`src/rtl/sfw_pkg.sv`:
```
// Package: shared types for the slave-FIFO stream writer.
// Assumes: nothing beyond IEEE 1800-2017.
package sfw_pkg;

    // Kind of commit performed in a cycle.
    typedef enum logic [1:0] {
        CMT_NONE  = 2'd0,
        CMT_DATA  = 2'd1,
        CMT_EMPTY = 2'd2
    } commit_kind_e;

endpackage

```
`src/rtl/sfw_fifo.sv`:
```
// Module: upstream word buffer with loss detection.
// Stores producer words in order. A word offered while the buffer is full is
// dropped and recorded in a sticky flag and a saturating counter.
// Assumes: pop is only raised while the buffer is not empty.
module sfw_fifo #(
    parameter int W      = 32,
    parameter int DEPTH  = 16,
    parameter int DROP_W = 16
) (
    input  logic              clk,
    input  logic              rst_n,
    input  logic              push_valid,
    input  logic [W-1:0]      push_data,
    input  logic              pop,
    output logic [W-1:0]      head,
    output logic              empty,
    output logic              overflow,
    output logic [DROP_W-1:0] drop_count
);
    localparam int AW = (DEPTH > 1) ? $clog2(DEPTH) : 1;
    localparam int CW = $clog2(DEPTH + 1);
    localparam logic [AW-1:0] LAST_IDX = AW'(DEPTH - 1);
    localparam logic [CW-1:0] FULL_CNT = CW'(DEPTH);

    logic [W-1:0]  mem [DEPTH];
    logic [AW-1:0] rd_ptr, wr_ptr;
    logic [CW-1:0] fill;
    logic          full, accept, drop;

    assign full   = (fill == FULL_CNT);
    assign empty  = (fill == '0);
    assign accept = push_valid && !full;
    assign drop   = push_valid && full;
    assign head   = mem[rd_ptr];

    // Store accepted words at the write pointer.
    always_ff @(posedge clk) begin
        if (accept) mem[wr_ptr] <= push_data;
    end

    // Advance the pointers and track the fill level.
    always_ff @(posedge clk) begin
        if (!rst_n) begin
            rd_ptr <= '0;
            wr_ptr <= '0;
            fill   <= '0;
        end else begin
            if (accept) wr_ptr <= (wr_ptr == LAST_IDX) ? '0 : wr_ptr + 1'b1;
            if (pop)    rd_ptr <= (rd_ptr == LAST_IDX) ? '0 : rd_ptr + 1'b1;
            case ({accept, pop})
                2'b10:   fill <= fill + 1'b1;
                2'b01:   fill <= fill - 1'b1;
                default: fill <= fill;
            endcase
        end
    end

    // Record lost words: sticky flag plus saturating count.
    always_ff @(posedge clk) begin
        if (!rst_n) begin
            overflow   <= 1'b0;
            drop_count <= '0;
        end else if (drop) begin
            overflow <= 1'b1;
            if (drop_count != '1) drop_count <= drop_count + 1'b1;
        end
    end

    assert_pop_nonempty_R2: assert property (@(posedge clk) disable iff (!rst_n)
        pop |-> !empty);
    assert_drop_flags_R10: assert property (@(posedge clk) disable iff (!rst_n)
        drop |=> overflow);
    assert_overflow_sticky_R10: assert property (@(posedge clk) disable iff (!rst_n)
        overflow |=> overflow);

endmodule

```
`src/rtl/sfw_commit_sched.sv`:
```
// Module: commit request scheduler.
// Merges software request pulses and periodic timer ticks into one pending
// flag, which the transmit engine clears when it performs a commit.
// Assumes: TIMER_PERIOD >= 2.
module sfw_commit_sched #(
    parameter int TIMER_PERIOD = 50_000_000
) (
    input  logic clk,
    input  logic rst_n,
    input  logic sw_req,
    input  logic tmr_en,
    input  logic consume,
    output logic pending
);
    localparam int TW = $clog2(TIMER_PERIOD);
    localparam logic [TW-1:0] TMR_LAST = TW'(TIMER_PERIOD - 1);

    logic [TW-1:0] tmr;
    logic          tick;

    assign tick = tmr_en && (tmr == TMR_LAST);

    // Periodic timer: runs while enabled, held at zero otherwise.
    always_ff @(posedge clk) begin
        if (!rst_n || !tmr_en) tmr <= '0;
        else if (tick)         tmr <= '0;
        else                   tmr <= tmr + 1'b1;
    end

    // Pending flag: any new request sets it, a commit clears it.
    always_ff @(posedge clk) begin
        if (!rst_n) pending <= 1'b0;
        else        pending <= (pending && !consume) || sw_req || tick;
    end

    assert_req_pends_R4: assert property (@(posedge clk) disable iff (!rst_n)
        sw_req |=> pending);
    assert_pend_holds_R5: assert property (@(posedge clk) disable iff (!rst_n)
        (pending && !consume) |=> pending);

endmodule

```
`src/rtl/sfw_tx_engine.sv`:
```
// Module: bus transmit engine.
// Decides each cycle whether to write a word, attach packet end to it, or
// issue a zero-length commit. It enforces the post-commit hold-off and
// counts commits.
// Assumes: HOLD >= 1; bridge_rdy is synchronous to clk.
module sfw_tx_engine
    import sfw_pkg::*;
#(
    parameter int HOLD  = 3,
    parameter int CNT_W = 16
) (
    input  logic             clk,
    input  logic             rst_n,
    input  logic             bridge_rdy,
    input  logic             fifo_empty,
    input  logic             pending,
    input  logic             zlp_en,
    output logic             pop,
    output logic             consume,
    output logic             wr_n,
    output logic             pktend_n,
    output logic [CNT_W-1:0] commit_count
);
    localparam int HW = $clog2(HOLD + 1);
    localparam logic [HW-1:0] HOLD_LOAD = HW'(HOLD);

    logic [HW-1:0] hold;
    logic          slot_ok;
    commit_kind_e  kind;

    assign slot_ok = bridge_rdy && (hold == '0);
    assign pop     = slot_ok && !fifo_empty;

    // Choose the commit kind for this cycle.
    always_comb begin
        kind = CMT_NONE;
        if (pending) begin
            if (pop)                            kind = CMT_DATA;
            else if (zlp_en && slot_ok && fifo_empty) kind = CMT_EMPTY;
        end
    end

    assign consume  = (kind != CMT_NONE);
    assign wr_n     = !pop;
    assign pktend_n = !consume;

    // Hold-off counter loaded on each commit, counted down to zero.
    always_ff @(posedge clk) begin
        if (!rst_n)           hold <= '0;
        else if (consume)     hold <= HOLD_LOAD;
        else if (hold != '0)  hold <= hold - 1'b1;
    end

    // Wrapping commit counter.
    always_ff @(posedge clk) begin
        if (!rst_n)       commit_count <= '0;
        else if (consume) commit_count <= commit_count + 1'b1;
    end

    assert_holdoff_R7: assert property (@(posedge clk) disable iff (!rst_n)
        !pktend_n |=> (wr_n && pktend_n));
    assert_count_step_R11: assert property (@(posedge clk) disable iff (!rst_n)
        consume |=> (commit_count == $past(commit_count) + 1'b1));

endmodule

```
`src/rtl/sfw_writer.sv`:
```
// Module: slave-FIFO stream writer, top level.
// Buffers producer words, forwards them to the bridge while it is ready,
// and closes short packets on request or on a timer.
// Assumes: all inputs are synchronous to clk; reset is synchronous, active low.
module sfw_writer #(
    parameter int DATA_W       = 32,
    parameter int FIFO_DEPTH   = 16,
    parameter int READY_LAT    = 3,
    parameter int TIMER_PERIOD = 50_000_000,
    parameter int CNT_W        = 16,
    parameter int DROP_W       = 16
) (
    input  logic              clk,
    input  logic              rst_n,
    input  logic              in_valid,
    input  logic [DATA_W-1:0] in_data,
    input  logic              bridge_rdy,
    input  logic              commit_req,
    input  logic              timer_en,
    input  logic              zlp_en,
    output logic [DATA_W-1:0] bus_data,
    output logic              bus_wr_n,
    output logic              bus_pktend_n,
    output logic              overflow,
    output logic [DROP_W-1:0] drop_count,
    output logic [CNT_W-1:0]  commit_count
);
    logic fifo_empty, pop, consume, pending;

    sfw_fifo #(
        .W      (DATA_W),
        .DEPTH  (FIFO_DEPTH),
        .DROP_W (DROP_W)
    ) u_fifo (
        .clk        (clk),
        .rst_n      (rst_n),
        .push_valid (in_valid),
        .push_data  (in_data),
        .pop        (pop),
        .head       (bus_data),
        .empty      (fifo_empty),
        .overflow   (overflow),
        .drop_count (drop_count)
    );

    sfw_commit_sched #(
        .TIMER_PERIOD (TIMER_PERIOD)
    ) u_sched (
        .clk     (clk),
        .rst_n   (rst_n),
        .sw_req  (commit_req),
        .tmr_en  (timer_en),
        .consume (consume),
        .pending (pending)
    );

    sfw_tx_engine #(
        .HOLD  (READY_LAT),
        .CNT_W (CNT_W)
    ) u_tx (
        .clk          (clk),
        .rst_n        (rst_n),
        .bridge_rdy   (bridge_rdy),
        .fifo_empty   (fifo_empty),
        .pending      (pending),
        .zlp_en       (zlp_en),
        .pop          (pop),
        .consume      (consume),
        .wr_n         (bus_wr_n),
        .pktend_n     (bus_pktend_n),
        .commit_count (commit_count)
    );

    assert_idle_while_busy_R3: assert property (@(posedge clk) disable iff (!rst_n)
        !bridge_rdy |-> (bus_wr_n && bus_pktend_n));
    assert_data_commit_R4: assert property (@(posedge clk) disable iff (!rst_n)
        (!bus_pktend_n && !fifo_empty) |-> !bus_wr_n);

endmodule

```
`config.mk`:
```
export PLATFORM = sky130hd
export DESIGN_NAME = sfw_writer
export DESIGN_NICKNAME = d
export VERILOG_FILES = /design/src/rtl/sfw_pkg.sv /design/src/rtl/sfw_fifo.sv /design/src/rtl/sfw_commit_sched.sv /design/src/rtl/sfw_tx_engine.sv /design/src/rtl/sfw_writer.sv
export SDC_FILE = /design/constraint.sdc
export NUM_CORES = 1
export LEC_CHECK = 0
export BUFFER_PORTS_ARGS = -buffer_cell sky130_fd_sc_hd__buf_2
export CAP_MARGIN = 20
export CORE_MARGIN = 2
export CORE_UTILIZATION = 66
export DETAILED_ROUTE_END_ITERATION = 8
export GPL_TIMING_DRIVEN = 0
export HOLD_SLACK_MARGIN = 0.02
export PLACE_DENSITY = 0.85
export SLEW_MARGIN = 20
export SYNTH_ARGS = -nofsm -noshare
export SYNTH_HDL_FRONTEND = slang
export SYNTH_SLANG_ARGS = --single-unit
```
`constraint.sdc`:
```
create_clock -name clk -period 11.65 [get_ports clk]
set_clock_uncertainty 0.1 [all_clocks]
set_input_delay 0.5825 -clock clk [delete_from_list [all_inputs] [get_ports clk]]
set_output_delay 0.5825 -clock clk [all_outputs]
set_load 0.02 [all_outputs]
```
==> flow_metrics.tcl <==
set metrics [dict create \
    drive_above_1_share 0.2960 \
    grt_pass1_wl_mm 88.95 \
    path_class "flop to primary output" \
    relSlewSlack 0.2997 \
    num_rows 68 \
    drtIter0Drc 1819 \
    grt_max_degree 20 \
    fin_setup_tns_ns 0 \
    drtAntennaViolNets 0 \
    cts_tree "yes" \
    synthFlopType "edfxtp_1" \
    syn-num-nets 1247 \
    synthesis.area_um2 23260 \
    crit_chain "clkbuf_1, clkbuf_1, mux4_2, mux4_2, buf_2" \
    yosysWarnings 0 \
    ir_worst_vdd_mv 0.1479 \
    worstSetupStartpointType "flop" \
    cts_hold_buffers 0 \
    hold_viol_final 0 \
    crit_fanout 10 \
    period_needed_ns 4.166 \
    grt_pass1_vias 13580 \
    cp-end-kind "primary output" \
    rsz0062_at_grt "no" \
    clk_latency_ns 0.62 \
    clock-sinks 591 \
    ys_types 59 \
    avgViaCountPerCell 7.246 \
    gp_congestion 0.8891 \
    dieHeight_um 191.7 \
    finalSetupViolCount 0 \
    num_vias 13710 \
    ctsResizeCount 0 \
    drc_errors 0 \
    fin_nets 1446 \
    critPathBufInv 3 \
    critPathTopFamily "buffers and inverters" \
    clk_path_buf_depth 3 \
    core_um2 34630 \
    fmax_mhz 240.0 \
    fin_crit_sh 0.3576 \
    critical_path.max_stage_delay_ns 0.83 \
    fp.dieW_um 191.7 \
    clk_pin_slew_ns 0.07 \
    power_density_nw_per_um2 186.2 \
    yosysSeqAreaShare 0.7291 \
    crit_slowest_cell "clkbuf_1" \
    power_leakage_nw 8.431 \
    synth_edf_count 512 \
    overflow 0 \
    wirelength_mm 60.93 \
    track_usage 0.3437 \
    post_cts_buffers 0 \
    dp_hpwl_mm 36.34 \
    postSynthAreaPerCell_um2 19.44 \
    root_buffer "clkbuf_16" \
    wl_per_cell_um 32.21 \
    ios 106 \
    area_growth_pct 14.97 \
    cp.required_ns 10.97 \
    cap_violations 0 \
    syn_inst 1196 \
    crit_arrival_ns 3.48 \
    pre_cts_ws_ns 7.985 \
    synth_seq_cells 591 \
    cts_buffers 56 \
    finalWorstSetupSlack_ns 7.484 \
    antenna_found_initial 5 \
    die_area_um2 36750 \
    ys_async_sr_fraction 0 \
    initial_core_util 0.6716 \
    drv_slew 0 \
    hp-class "primary input to flop" \
    portBuffers 105 \
    htree_num_levels 2 \
    first_pass_iters 8 \
    worstMarginPinSlew_ns 1.050 \
    outcome "finished clean" \
]
==> per-layer routing <==
layer  vias up  share of wire  global-route usage
met5         -        0.00066                   0
met4         6          0.040              0.1364
met3       234           0.11             0.07418
met2      1114           0.50              0.5664
met1      6981           0.35              0.4551
li1       5375              -                   -
==> power breakdown <==
group	total, mW	leakage, nW	switching (mW)	internal (mW)
registers	2.37	5.26	0.0256	2.35
logic	0.876	2.35	0.479	0.397
clock network	1.73	0.822	0.783	0.947
total	4.98	8.43	1.29	3.69
==> stage by stage <==
| step | cells | cell area [µm²] | util | power (mW) | hold slack (ns) |
|---|---|---|---|---|---|
| 2_1_floorplan | 1196 | 23260 | - | 3.008 | 0.3372 |
| 3_3_place_gp | 1756 | 24350 | 0.7032 | 3.213 | 0.3515 |
| 3_5_place_dp | 1792 | 25040 | 0.7231 | 3.265 | 0.3603 |
| 4_1_cts | 1891 | 26730 | 0.7719 | 4.982 | 0.1384 |
| 5_1_grt | 1892 | 26740 | 0.7721 | 5.097 | 0.1586 |
| 6_report | 1892 | 26740 | 0.7721 | 4.977 | 0.1470 |
==> cells in the mapped netlist (2+ instances only) <==
library cell	n	area [µm²]
and2_1	4	25.02
nor2_1	43	161.4
edfxtp_1	512	15370
nand3b_1	2	15.01
ha_1	12	150.1
xnor2_1	4	35.03
o211ai_1	4	30.03
buf_6	4	45.04
nand4_1	18	112.6
or3_1	12	75.07
inv_1	15	56.30
clkbuf_1	38	142.6
and4_1	8	70.07
a41oi_1	2	17.52
o41ai_1	4	35.03
o311ai_0	3	26.28
nor3_1	10	50.05
a31oi_1	3	18.77
o21ai_0	9	45.04
and3_1	6	37.54
xor2_1	14	122.6
nand3_1	26	130.1
buf_2	16	80.08
o31ai_1	21	157.7
or4_1	22	165.2
dfxtp_1	79	1582
mux4_2	160	3603
nor4_1	8	50.05
a21oi_1	45	225.2
nand2_1	36	135.1
nand2b_1	13	81.33
a211oi_1	2	15.01
o21ai_1	4	20.02
mux2i_1	12	120.1
==> final cells by class <==
cell class	instances	area (µm²)
well taps	455	569.3
multi-input cells	529	6063
fillers	1714	7891
inverters	16	60.06
clock buffers	73	1496
diodes	1	2.502
flip-flops and latches	591	16960
clock inverters	26	193.9
plain buffers	60	290.3
repair buffers	141	1105
==> cells by family (layout without fill, tap and decap cells) <==
family,after synthesis,after routing,share of synthesized area
other,0,1,0
flip-flops,591,591,0.7291
AND/OR/NAND/NOR,216,216,0.05127
adder cells (fa/ha/maj),12,12,0.006456
multiplexers,173,173,0.1606
buffers and inverters,76,316,0.01490
XOR/XNOR,18,18,0.006779
AO/OA/AOI/OAI,110,110,0.03088
==> path summary, 6_finish.rpt <==
| path | slack [ns] | startpoint | depth (start not counted) | to |
|---|---|---|---|---|
| worst max-delay path | 7.48 | flop | 5 | bus_data[30] |
| worst min-delay path | 0.15 | commit_req | 3 | u_sched.pending$_SDFF_PN0_ |
| worst max register to register | 7.96 | u_fifo.fill[2]$_SDFFE_PN0P_ | 8 | u_fifo.mem[2][11]$_DFFE_PP_ |
| worst min register to register | 0.37 | u_tx.commit_count[15]$_SDFFE_PN0P_ | 2 | u_tx.commit_count[15]$_SDFFE_PN0P_ |
==> worst reg2reg max path: cells and delay by family, from the launching register on <==
family / cells / cell delay [ns]
buffers and inverters: 4 / 0.97
flip-flops: 1 / 0.30
AO/OA/AOI/OAI: 1 / 0.61
AND/OR/NAND/NOR: 3 / 1.39
==> sequential cells by signal (all words and copies together), names as in the netlist, named ones only <==
signal,count
u_fifo.mem,512
u_fifo.drop_count,16
u_fifo.fill,5
u_fifo.overflow,1
u_tx.commit_count,16
u_tx.hold,2
u_fifo.rd_ptr,4
u_sched.tmr,26
u_fifo.wr_ptr,4
u_sched.pending,1
==> layout by cell type, fill, tap and decap left out, types with 6 or more instances in the layout <==
cell type,n
a21oi_1,45
and3_1,6
and4_1,8
buf_12,6
buf_16,10
buf_2,121
buf_4,13
buf_6,9
clkbuf_1,50
clkbuf_16,57
clkinv_1,7
clkinv_2,11
dfxtp_1,79
edfxtp_1,512
ha_1,12
inv_1,15
mux2i_1,12
mux4_2,160
nand2_1,36
nand2b_1,13
nand3_1,26
nand4_1,18
nor2_1,31
nor2_4,12
nor3_1,6
nor4_1,8
o21ai_0,9
o31ai_1,21
or3_1,12
or4_1,22
xor2_1,14
Note: power is estimated with default switching activity, not from simulation.
